File: src/rtl/wkt_pkg.sv
package wkt_pkg;
    typedef enum logic [1:0] {
        S_IDLE   = 2'd0,
        S_RUN    = 2'd1,
        S_DRAIN1 = 2'd2,
        S_DRAIN2 = 2'd3
    } wkt_state_e;

    localparam int SEL_W    = 3;
    localparam int N_TICKS  = 5;
    localparam int SEC_TICK = 4;
endpackage

File: src/rtl/wkt_tick_sel.sv
module wkt_tick_sel
    import wkt_pkg::*;
#(
    parameter int NT = N_TICKS
) (
    input  logic [SEL_W-1:0] sel,
    input  logic [NT-1:0]    ticks,
    output logic             tick_o
);
    localparam int FAST_N = NT - 1;

    logic [FAST_N-1:0] fast_hit;

    genvar g;
    generate
        for (g = 0; g < FAST_N; g++) begin : g_fast
            assign fast_hit[g] = ticks[g] && (sel[1:0] == g[1:0]);
        end
    endgenerate

    always_comb begin
        if (sel[2]) tick_o = ticks[NT-1];
        else        tick_o = |fast_hit;
    end
endmodule

File: src/rtl/wkt_ctrl.sv
module wkt_ctrl
    import wkt_pkg::*;
(
    input  logic       clk,
    input  logic       rst_n,
    input  logic       enable,
    input  logic       sel_tick,
    output wkt_state_e state_o,
    output logic       load_o,
    output logic       count_en_o,
    output logic       wr_allowed_o
);
    wkt_state_e state_q, state_d;

    always_ff @(posedge clk or negedge rst_n) begin
        if (!rst_n) state_q <= S_IDLE;
        else        state_q <= state_d;
    end

    always_comb begin
        state_d = state_q;
        unique case (state_q)
            S_IDLE:   if (enable) state_d = S_RUN;
            S_RUN:    if (!enable) state_d = S_DRAIN1;
            S_DRAIN1: begin
                if (enable)        state_d = S_RUN;
                else if (sel_tick) state_d = S_DRAIN2;
            end
            S_DRAIN2: begin
                if (enable)        state_d = S_RUN;
                else if (sel_tick) state_d = S_IDLE;
            end
            default:  state_d = S_IDLE;
        endcase
    end

    always_comb begin
        load_o       = 1'b0;
        count_en_o   = 1'b0;
        wr_allowed_o = 1'b0;
        unique case (state_q)
            S_IDLE: begin
                load_o       = enable;
                wr_allowed_o = !enable;
            end
            S_RUN:    count_en_o = enable && sel_tick;
            S_DRAIN1: load_o     = enable;
            S_DRAIN2: load_o     = enable;
            default: ;
        endcase
    end

    assign state_o = state_q;
endmodule

File: src/rtl/wkt_counter.sv
module wkt_counter #(
    parameter int CW = 17
) (
    input  logic          clk,
    input  logic          rst_n,
    input  logic          load,
    input  logic          count_en,
    input  logic [CW-1:0] reload_eff,
    input  logic          flag_clr,
    output logic          wake_flag
);
    logic [CW-1:0] cnt_q;
    logic          wrap;

    assign wrap = count_en && (cnt_q == '0);

    always_ff @(posedge clk or negedge rst_n) begin
        if (!rst_n) begin
            cnt_q <= '0;
        end else if (load || wrap) begin
            cnt_q <= reload_eff;
        end else if (count_en) begin
            cnt_q <= cnt_q - 1'b1;
        end
    end

    always_ff @(posedge clk or negedge rst_n) begin
        if (!rst_n)        wake_flag <= 1'b0;
        else if (wrap)     wake_flag <= 1'b1;
        else if (flag_clr) wake_flag <= 1'b0;
    end
endmodule

File: src/rtl/wakeup_timer.sv
module wakeup_timer
    import wkt_pkg::*;
#(
    parameter int          RELOAD_W   = 16,
    parameter logic [15:0] RELOAD_RST = 16'hFFFF
) (
    input  logic                clk,
    input  logic                rst_n,
    input  logic                enable,
    input  logic [2:0]          clk_sel,
    input  logic [4:0]          tick_in,
    input  logic                reload_wr,
    input  logic [RELOAD_W-1:0] reload_wdata,
    input  logic                flag_clr,
    output logic                wake_flag,
    output logic                wr_allowed
);
    localparam int EXT_W = RELOAD_W + 1;

    logic [RELOAD_W-1:0] reload_q;
    logic [EXT_W-1:0]    reload_eff;
    logic                sel_tick;
    logic                load;
    logic                count_en;
    wkt_state_e          ctrl_state;

    wkt_tick_sel #(.NT(N_TICKS)) u_sel (
        .sel    (clk_sel),
        .ticks  (tick_in),
        .tick_o (sel_tick)
    );

    wkt_ctrl u_ctrl (
        .clk          (clk),
        .rst_n        (rst_n),
        .enable       (enable),
        .sel_tick     (sel_tick),
        .state_o      (ctrl_state),
        .load_o       (load),
        .count_en_o   (count_en),
        .wr_allowed_o (wr_allowed)
    );

    always_ff @(posedge clk or negedge rst_n) begin
        if (!rst_n)                       reload_q <= RELOAD_W'(RELOAD_RST);
        else if (reload_wr && wr_allowed) reload_q <= reload_wdata;
    end

    assign reload_eff = {clk_sel[2] & clk_sel[1], reload_q};

    wkt_counter #(.CW(EXT_W)) u_cnt (
        .clk        (clk),
        .rst_n      (rst_n),
        .load       (load),
        .count_en   (count_en),
        .reload_eff (reload_eff),
        .flag_clr   (flag_clr),
        .wake_flag  (wake_flag)
    );
endmodule

File: config.mk
export PLATFORM = sky130hd
export DESIGN_NAME = wakeup_timer
export DESIGN_NICKNAME = d
export VERILOG_FILES = /design/src/rtl/wkt_pkg.sv /design/src/rtl/wkt_tick_sel.sv /design/src/rtl/wkt_ctrl.sv /design/src/rtl/wkt_counter.sv /design/src/rtl/wakeup_timer.sv
export SDC_FILE = /design/constraint.sdc
export NUM_CORES = 1
export LEC_CHECK = 0
export ABC_AREA = 1
export BUFFER_PORTS_ARGS = -buffer_cell sky130_fd_sc_hd__buf_2
export CAP_MARGIN = 5
export CORE_MARGIN = 10
export CORE_UTILIZATION = 50
export CTS_BUF_LIST = sky130_fd_sc_hd__clkbuf_8
export CTS_CLUSTER_DIAMETER = 150
export DETAILED_ROUTE_END_ITERATION = 10
export PLACE_DENSITY_LB_ADDON = 0.3
export RECOVER_POWER = 25
export SLEW_MARGIN = 10
export SYNTH_ARGS = -nofsm -noshare
export SYNTH_HDL_FRONTEND = slang
export SYNTH_SLANG_ARGS = --single-unit
File: constraint.sdc
create_clock -name clk -period 4.88 [get_ports clk]
set_clock_uncertainty 0.15 [all_clocks]
set_input_delay 0.244 -clock clk [delete_from_list [all_inputs] [get_ports clk]]
set_output_delay 0.244 -clock clk [all_outputs]
set_load 0.1 [all_outputs]
==> metrics.txt, run 1 <==
status=complete, but fails checks; cells after synthesis=299; DRT Wirelength=4610 microns; sequential fraction of the synthesis area=41.4%; critical path cell sequence=dlygate4sd3_1 -> clkbuf_1; final setup TNS=0 ps; # fillers=420; starting utilization of the core area=51.4%; hold buffer count at cts=2; clk buf depth=2; Reg area=921 sq um; initial antenna violation count=0; die width=86.7 microns; synthesis-to-finish area growth=11.9%; CORE AREA=4320 sq um; initial DRC count=108; Tcrit/Tclk final=45.2%; Synth cell types=28; Root Driver=clkbuf_8; synthesized area per cell=7.44 sq um; Resized Gates After CTS=0; EDFF count, synth=0; Final Max Tran Viols=37; Ports=31; Final Hold Viols=0; largest net degree at the start of global routing=37; Finished Cell Area=2490 sq um; CP Launch Point=rst_n; vias in the first global route=1817; CTS H-Tree Depth=2; fin crit period=2210 ps; final setup violation count=0; Peak Freq=0.453 GHz; via count=1878; clock-pin transition on the worst setup and hold timing paths=70 ps; Synth Warn #=0; Arr. time, crit path=2110 ps; share of cells above drive strength 1=23.9%; Setup crit end kind=async pin; Synth Cell Area=2220 sq um; failing checks=capacitance limit, slew limit; Antenna Cells=0; worst stage delay on the critical path=1320 ps; Power per Cell Area=464 nW/um^2; Post-Place Cell Area=2380 sq um; #FFs+latches synth=36; Max Cap Viol=1; max_slew headroom=-22.6%; setup bufs post-CTS=0; DRT antenna net count=0; Port Buf Inserts=30; P_leak=0.00128 uW; vias per inst=4.92; IR Drop Worst-Case VDD=0.000231 V; routability cong.=0.904; Worst Tran Pin Value=1840 ps; Total GRT Usage=13.4%; hold crit path type=in -> reg; top_reg_cell synth=dfrtp_1; Vert. Die Dim=86.7 microns; Worst-Skew Late Latency=300 ps; kind of cell adding the most delay to the critical path=buffers and inverters; footprint of the multi-input gates=1100 sq um; CTS buffer count=5; die area=7510 sq um; Synthesized Nets=330; startpoint types=primary input; clk sinks=36; required time of the critical path=4780 ps; Hold Crit Start=reload_wdata[2]; global-route wire length before repair=8150 microns; Wirelength per Cell=12.1 microns; class of the most critical setup path=in -> async; hpwl dp=3380 microns; FP Rows=24; CTS tree=built; reg-to-reg startpoint=u_cnt.cnt_q[0]$_DFFE_PN0P_; RSZ-0062 raised after global routing=false; total grt overflow=0; FFs w/ async S/R, synth=100%; # DRC=0; nets=361; Critical path buffers and inverters=2; CP max stage cell=clkbuf_1; 1st-pass router iterations=5; crit-path max FO=36
## Yosys cell counts, types with 2 or more instances
library cell  instances  area [sq um]
nor2_2                3          18.8
xor2_1                5          43.8
dfrtp_1              20           500
nand2_2              11          68.8
dfstp_2              16           420
nand2_4               3          33.8
inv_1                31           116
nor2_4                3          33.8
ha_1                  2          25.0
nand3b_1             12          90.1
nor2_1               45           169
a21oi_1              17          85.1
inv_2                 5          18.8
nand3_1              28           140
nor3_1                2          10.0
clkbuf_1              3          11.3
nand2_1              76           285
xnor2_1               5          43.8
nand3_2               3          30.0
## registers in the layout, indices dropped and copies added (netlist names)
register / count
u_cnt.cnt_q: 17
reload_q: 16
u_ctrl.state_o: 2
u_cnt.wake_flag: 1
## worst paths after layout
check | end | slack, ps | cells past startpoint
setup / recovery | u_cnt.cnt_q[13]$_DFFE_PN0P_ | 2670 | 2
hold / removal | reload_q[2]$_DFFE_PN1P_ | 20 | 3
setup reg to reg | u_cnt.cnt_q[9]$_DFFE_PN0P_ | 2840 | 11
hold reg to reg | reload_q[12]$_DFFE_PN1P_ | 330 | 2
max in group clk | u_cnt.cnt_q[9]$_DFFE_PN0P_ | 2840 | 11
min in group asynchronous | u_cnt.cnt_q[2]$_DFFE_PN0P_ | 850 | 2
## cell usage in the layout (no fill, tap or decap)
cell type / instances
a21oi_1: 17
buf_2: 29
clkbuf_1: 1
clkbuf_8: 7
clkinv_1: 1
dfrtp_1: 20
dfstp_2: 16
dlygate4sd3_1: 2
ha_1: 2
inv_1: 32
inv_2: 4
nand2_1: 76
nand2_2: 11
nand2_4: 3
nand3_1: 28
nand3_2: 3
nand3_4: 1
nand3b_1: 12
nor2_1: 46
nor2_2: 3
nor2_4: 2
nor3_1: 2
o21ai_0: 1
o21ai_1: 1
xnor2_1: 5
xor2_1: 5
## layer usage
| metal | global-route usage, % | part of all wire, % | vias to the layer above |
|---|---|---|---|
| met3 | 4.32 | 5.5 | 7 |
| li1 | - | - | 990 |
| met4 | 5.30 | 1.9 | 0 |
| met1 | 16.8 | 48 | 842 |
| met5 | 0 | 0 | - |
| met2 | 20.7 | 44 | 39 |
## logic make-up after synthesis
kind of cell / count (synthesis) / synth area share, %
buffers and inverters: 45 / 8.89
XOR/XNOR: 10 / 3.94
AND/OR/NAND/NOR: 187 / 40.3
flip-flops: 36 / 41.4
AO/OA/AOI/OAI: 19 / 4.28
adder cells (fa/ha/maj): 2 / 1.13
## worst register-to-register path: stages (launching register included)
cell and delay [ps]:
dfrtp_1 390, inv_1 100, ha_1 150, nand2_1 60
nor2_1 100, nand2_1 100, nor2_4 130, nand3_4 220
nand2_4 310, nand2_1 100, nand3_1 70, nand2_1 50
## cell type report
cell class                      instances  share of cell area (%)
Multi-Input combinational cell        218                    44.1
Inverter                               37                    5.58
Tap cell                               52                    2.62
Timing Repair Buffer                   32                    6.79
Sequential cell                        36                    37.0
Clock buffer                            7                    3.87
## where the power goes
group          internal, uW  leakage, uW  switching [uW]  total, uW
registers               417     0.000414            80.7        498
logic                   175     0.000819             251        426
clock network           126    0.0000503             103        229
## metrics by stage
stage               std cells  setup WS (ps)  power [uW]  utilization, %  hold WS, ps
global route              382           2280        1260            57.5         17.7
finish                    382           2670        1150            57.5         24.3
CTS                       382           2850        1160            57.7         17.7
global placement          373           2940         917            55.0          211
floorplan                 299           1320         834               -         -202
detailed placement        373           2890         928            55.0          217
Power figures use the tool's default switching activity.
==> inputs of run 2 (changes only) <==
==> constraint.sdc (replaced) <==
create_clock -name clk -period 1.9 [get_ports clk]
set_clock_uncertainty 0.15 [all_clocks]
set_input_delay 0.095 -clock clk [delete_from_list [all_inputs] [get_ports clk]]
set_output_delay 0.095 -clock clk [all_outputs]
set_load 0.1 [all_outputs]
==> run 2 against run 1 <==
The run now ends clean. Global-route usage grew 0.56 points. Combinational power grew to 3.2 times the previous value. Via count grew 13%. Utilization grew 9.4 points. Critical path depth grew 8. Clock power grew to 2.5 times the previous value. Power grew to 2.8 times the previous value. Non-clock buffer count grew 28. Register-to-register slack lost 2800 ps. Count of clock-buffer cells in the layout shrank 1. Critical path type is now reg -> reg. Largest power group is now combinational cells. Highest routed layer unchanged.
==> metrics.txt, run 2 (synthesis results as in run 1) <==
via count=2117; Setup crit end kind=flip-flop; final setup violation count=0; Max Cap Viol=0; 1st-pass router iterations=6; class of the most critical setup path=reg -> reg; # DRC=0; Largest Register=u_cnt.cnt_q; largest net degree at the start of global routing=37; Worst Tran Pin Value=861 ps; Vert. Die Dim=86.7 microns; Port Buf Inserts=30; crit-path max FO=6; Antenna Cells=0; initial antenna violation count=0; commonest non-fill, non-tap cell in the layout=nand2_1; CTS H-Tree Depth=2; die area=7510 sq um; placed instance count=377; Tcrit/Tclk final=98.3%; CTS tree=built; fin crit period=1870 ps; Worst Slack Setup Final=32.7 ps; hpwl dp=3430 microns; die width=86.7 microns; nets=390; starting utilization of the core area=51.4%; FP Rows=24; Wirelength per Cell=13.9 microns; vias in the first global route=1947; fin cells=412; Total GRT Usage=13.9%; max FFs per register=17; most frequent cells in the layout=72 x nand2_1, 38 x nor2_1, 29 x inv_1, 29 x buf_2, 28 x nand3_1; Final Hold Viols=0; required time of the critical path=1980 ps; CTS buffer count=5; routability cong.=0.889; total grt overflow=0; share of cells above drive strength 1=31.4%; Arr. time, crit path=1950 ps; CORE AREA=4320 sq um; hold crit path type=in -> reg; clock-pin transition on the worst setup and hold timing paths=70 ps; synthesis-to-finish area growth=30.2%; Power per Cell Area=1120 nW/um^2; IR Drop Worst-Case VDD=0.000663 V; Ports=31; initial DRC count=259; final setup TNS=0 ps; DRT Wirelength=5720 microns; Finished Cell Area=2900 sq um; Post-Place Cell Area=2420 sq um; clk sinks=36; Root Driver=clkbuf_8; Worst-Skew Late Latency=290 ps; vias per inst=5.14; clk buf depth=2; global-route wire length before repair=8630 microns; max_slew headroom=42.6%; Final Max Tran Viols=0; pre-CTS setup slack=86.3 ps; Peak Freq=0.536 GHz; DRT antenna net count=0; P_leak=0.00144 uW; status=completed; startpoint types=flip-flop
[run 2: routing by layer]
layer / up-vias / routed length [microns] / global-route usage (%)
met3: 16 / 394 / 2.91
met4: 0 / 137 / 5.89
met1: 976 / 2310 / 16.1
li1: 1049 / - / -
met2: 76 / 2880 / 24.3
met5: - / 0 / 0
[run 2: repair_timing]
action	in CTS	in global routing
hold buffers	19	0
buffers inserted	0	4
gates resized for setup	0	24
hold endpoints to repair	39	0
endpoints found under the setup margin	0	17
[run 2: final cells by class]
cell class                      instances  area (sq um)
Multi-Input combinational cell        219          1190
Clock buffer                            6          82.6
Sequential cell                        36           925
Clock inverter                          2          15.0
Tap cell                               52          65.1
Timing Repair Buffer                   60           474
Inverter                               37           139
Fill cell                             354          1430
[run 2: critical path, stage by stage, from the launching register on]
cell,delay (ps)
dfrtp_2,440
nor2_4,160
nand2_2,90
nor2_4,120
inv_2,50
nor2_4,110
nand3_4,210
buf_12,210
nand3b_1,110
nand3_2,80
nand2_1,60
[run 2: final timing paths]
kind                                       startpoint                     endpoint  slack (ps)  cells past startpoint
max                        u_cnt.cnt_q[8]$_DFFE_PN0P_   u_cnt.cnt_q[4]$_DFFE_PN0P_          30                     10
min                                        clk_sel[2]  u_cnt.cnt_q[16]$_DFFE_PN0P_          70                      7
max reg2reg                u_cnt.cnt_q[8]$_DFFE_PN0P_   u_cnt.cnt_q[4]$_DFFE_PN0P_          30                     10
min reg2reg                   reload_q[8]$_DFFE_PN1P_      reload_q[8]$_DFFE_PN1P_         330                      2
max in group asynchronous                       rst_n   u_cnt.cnt_q[9]$_DFFE_PN0P_         720                      2
min in group asynchronous                       rst_n   u_cnt.cnt_q[2]$_DFFE_PN0P_         300                      2
[run 2: per-stage QoR]
step                      util [%]  total power, uW  hold WS, ps
after floorplan                  -             2150         -351
after global placement        56.0             2380         66.8
after detailed placement      56.0             2410         66.0
after CTS                     62.7             3030         53.7
after global routing          67.0             3470          129
final                         67.0             3250         68.2
[run 2: power breakdown]
group / leakage (uW) / switching (uW) / internal (uW)
Clock: 0.0000434 / 287 / 293
Combinational: 0.000989 / 774 / 581
Sequential: 0.000411 / 234 / 1080
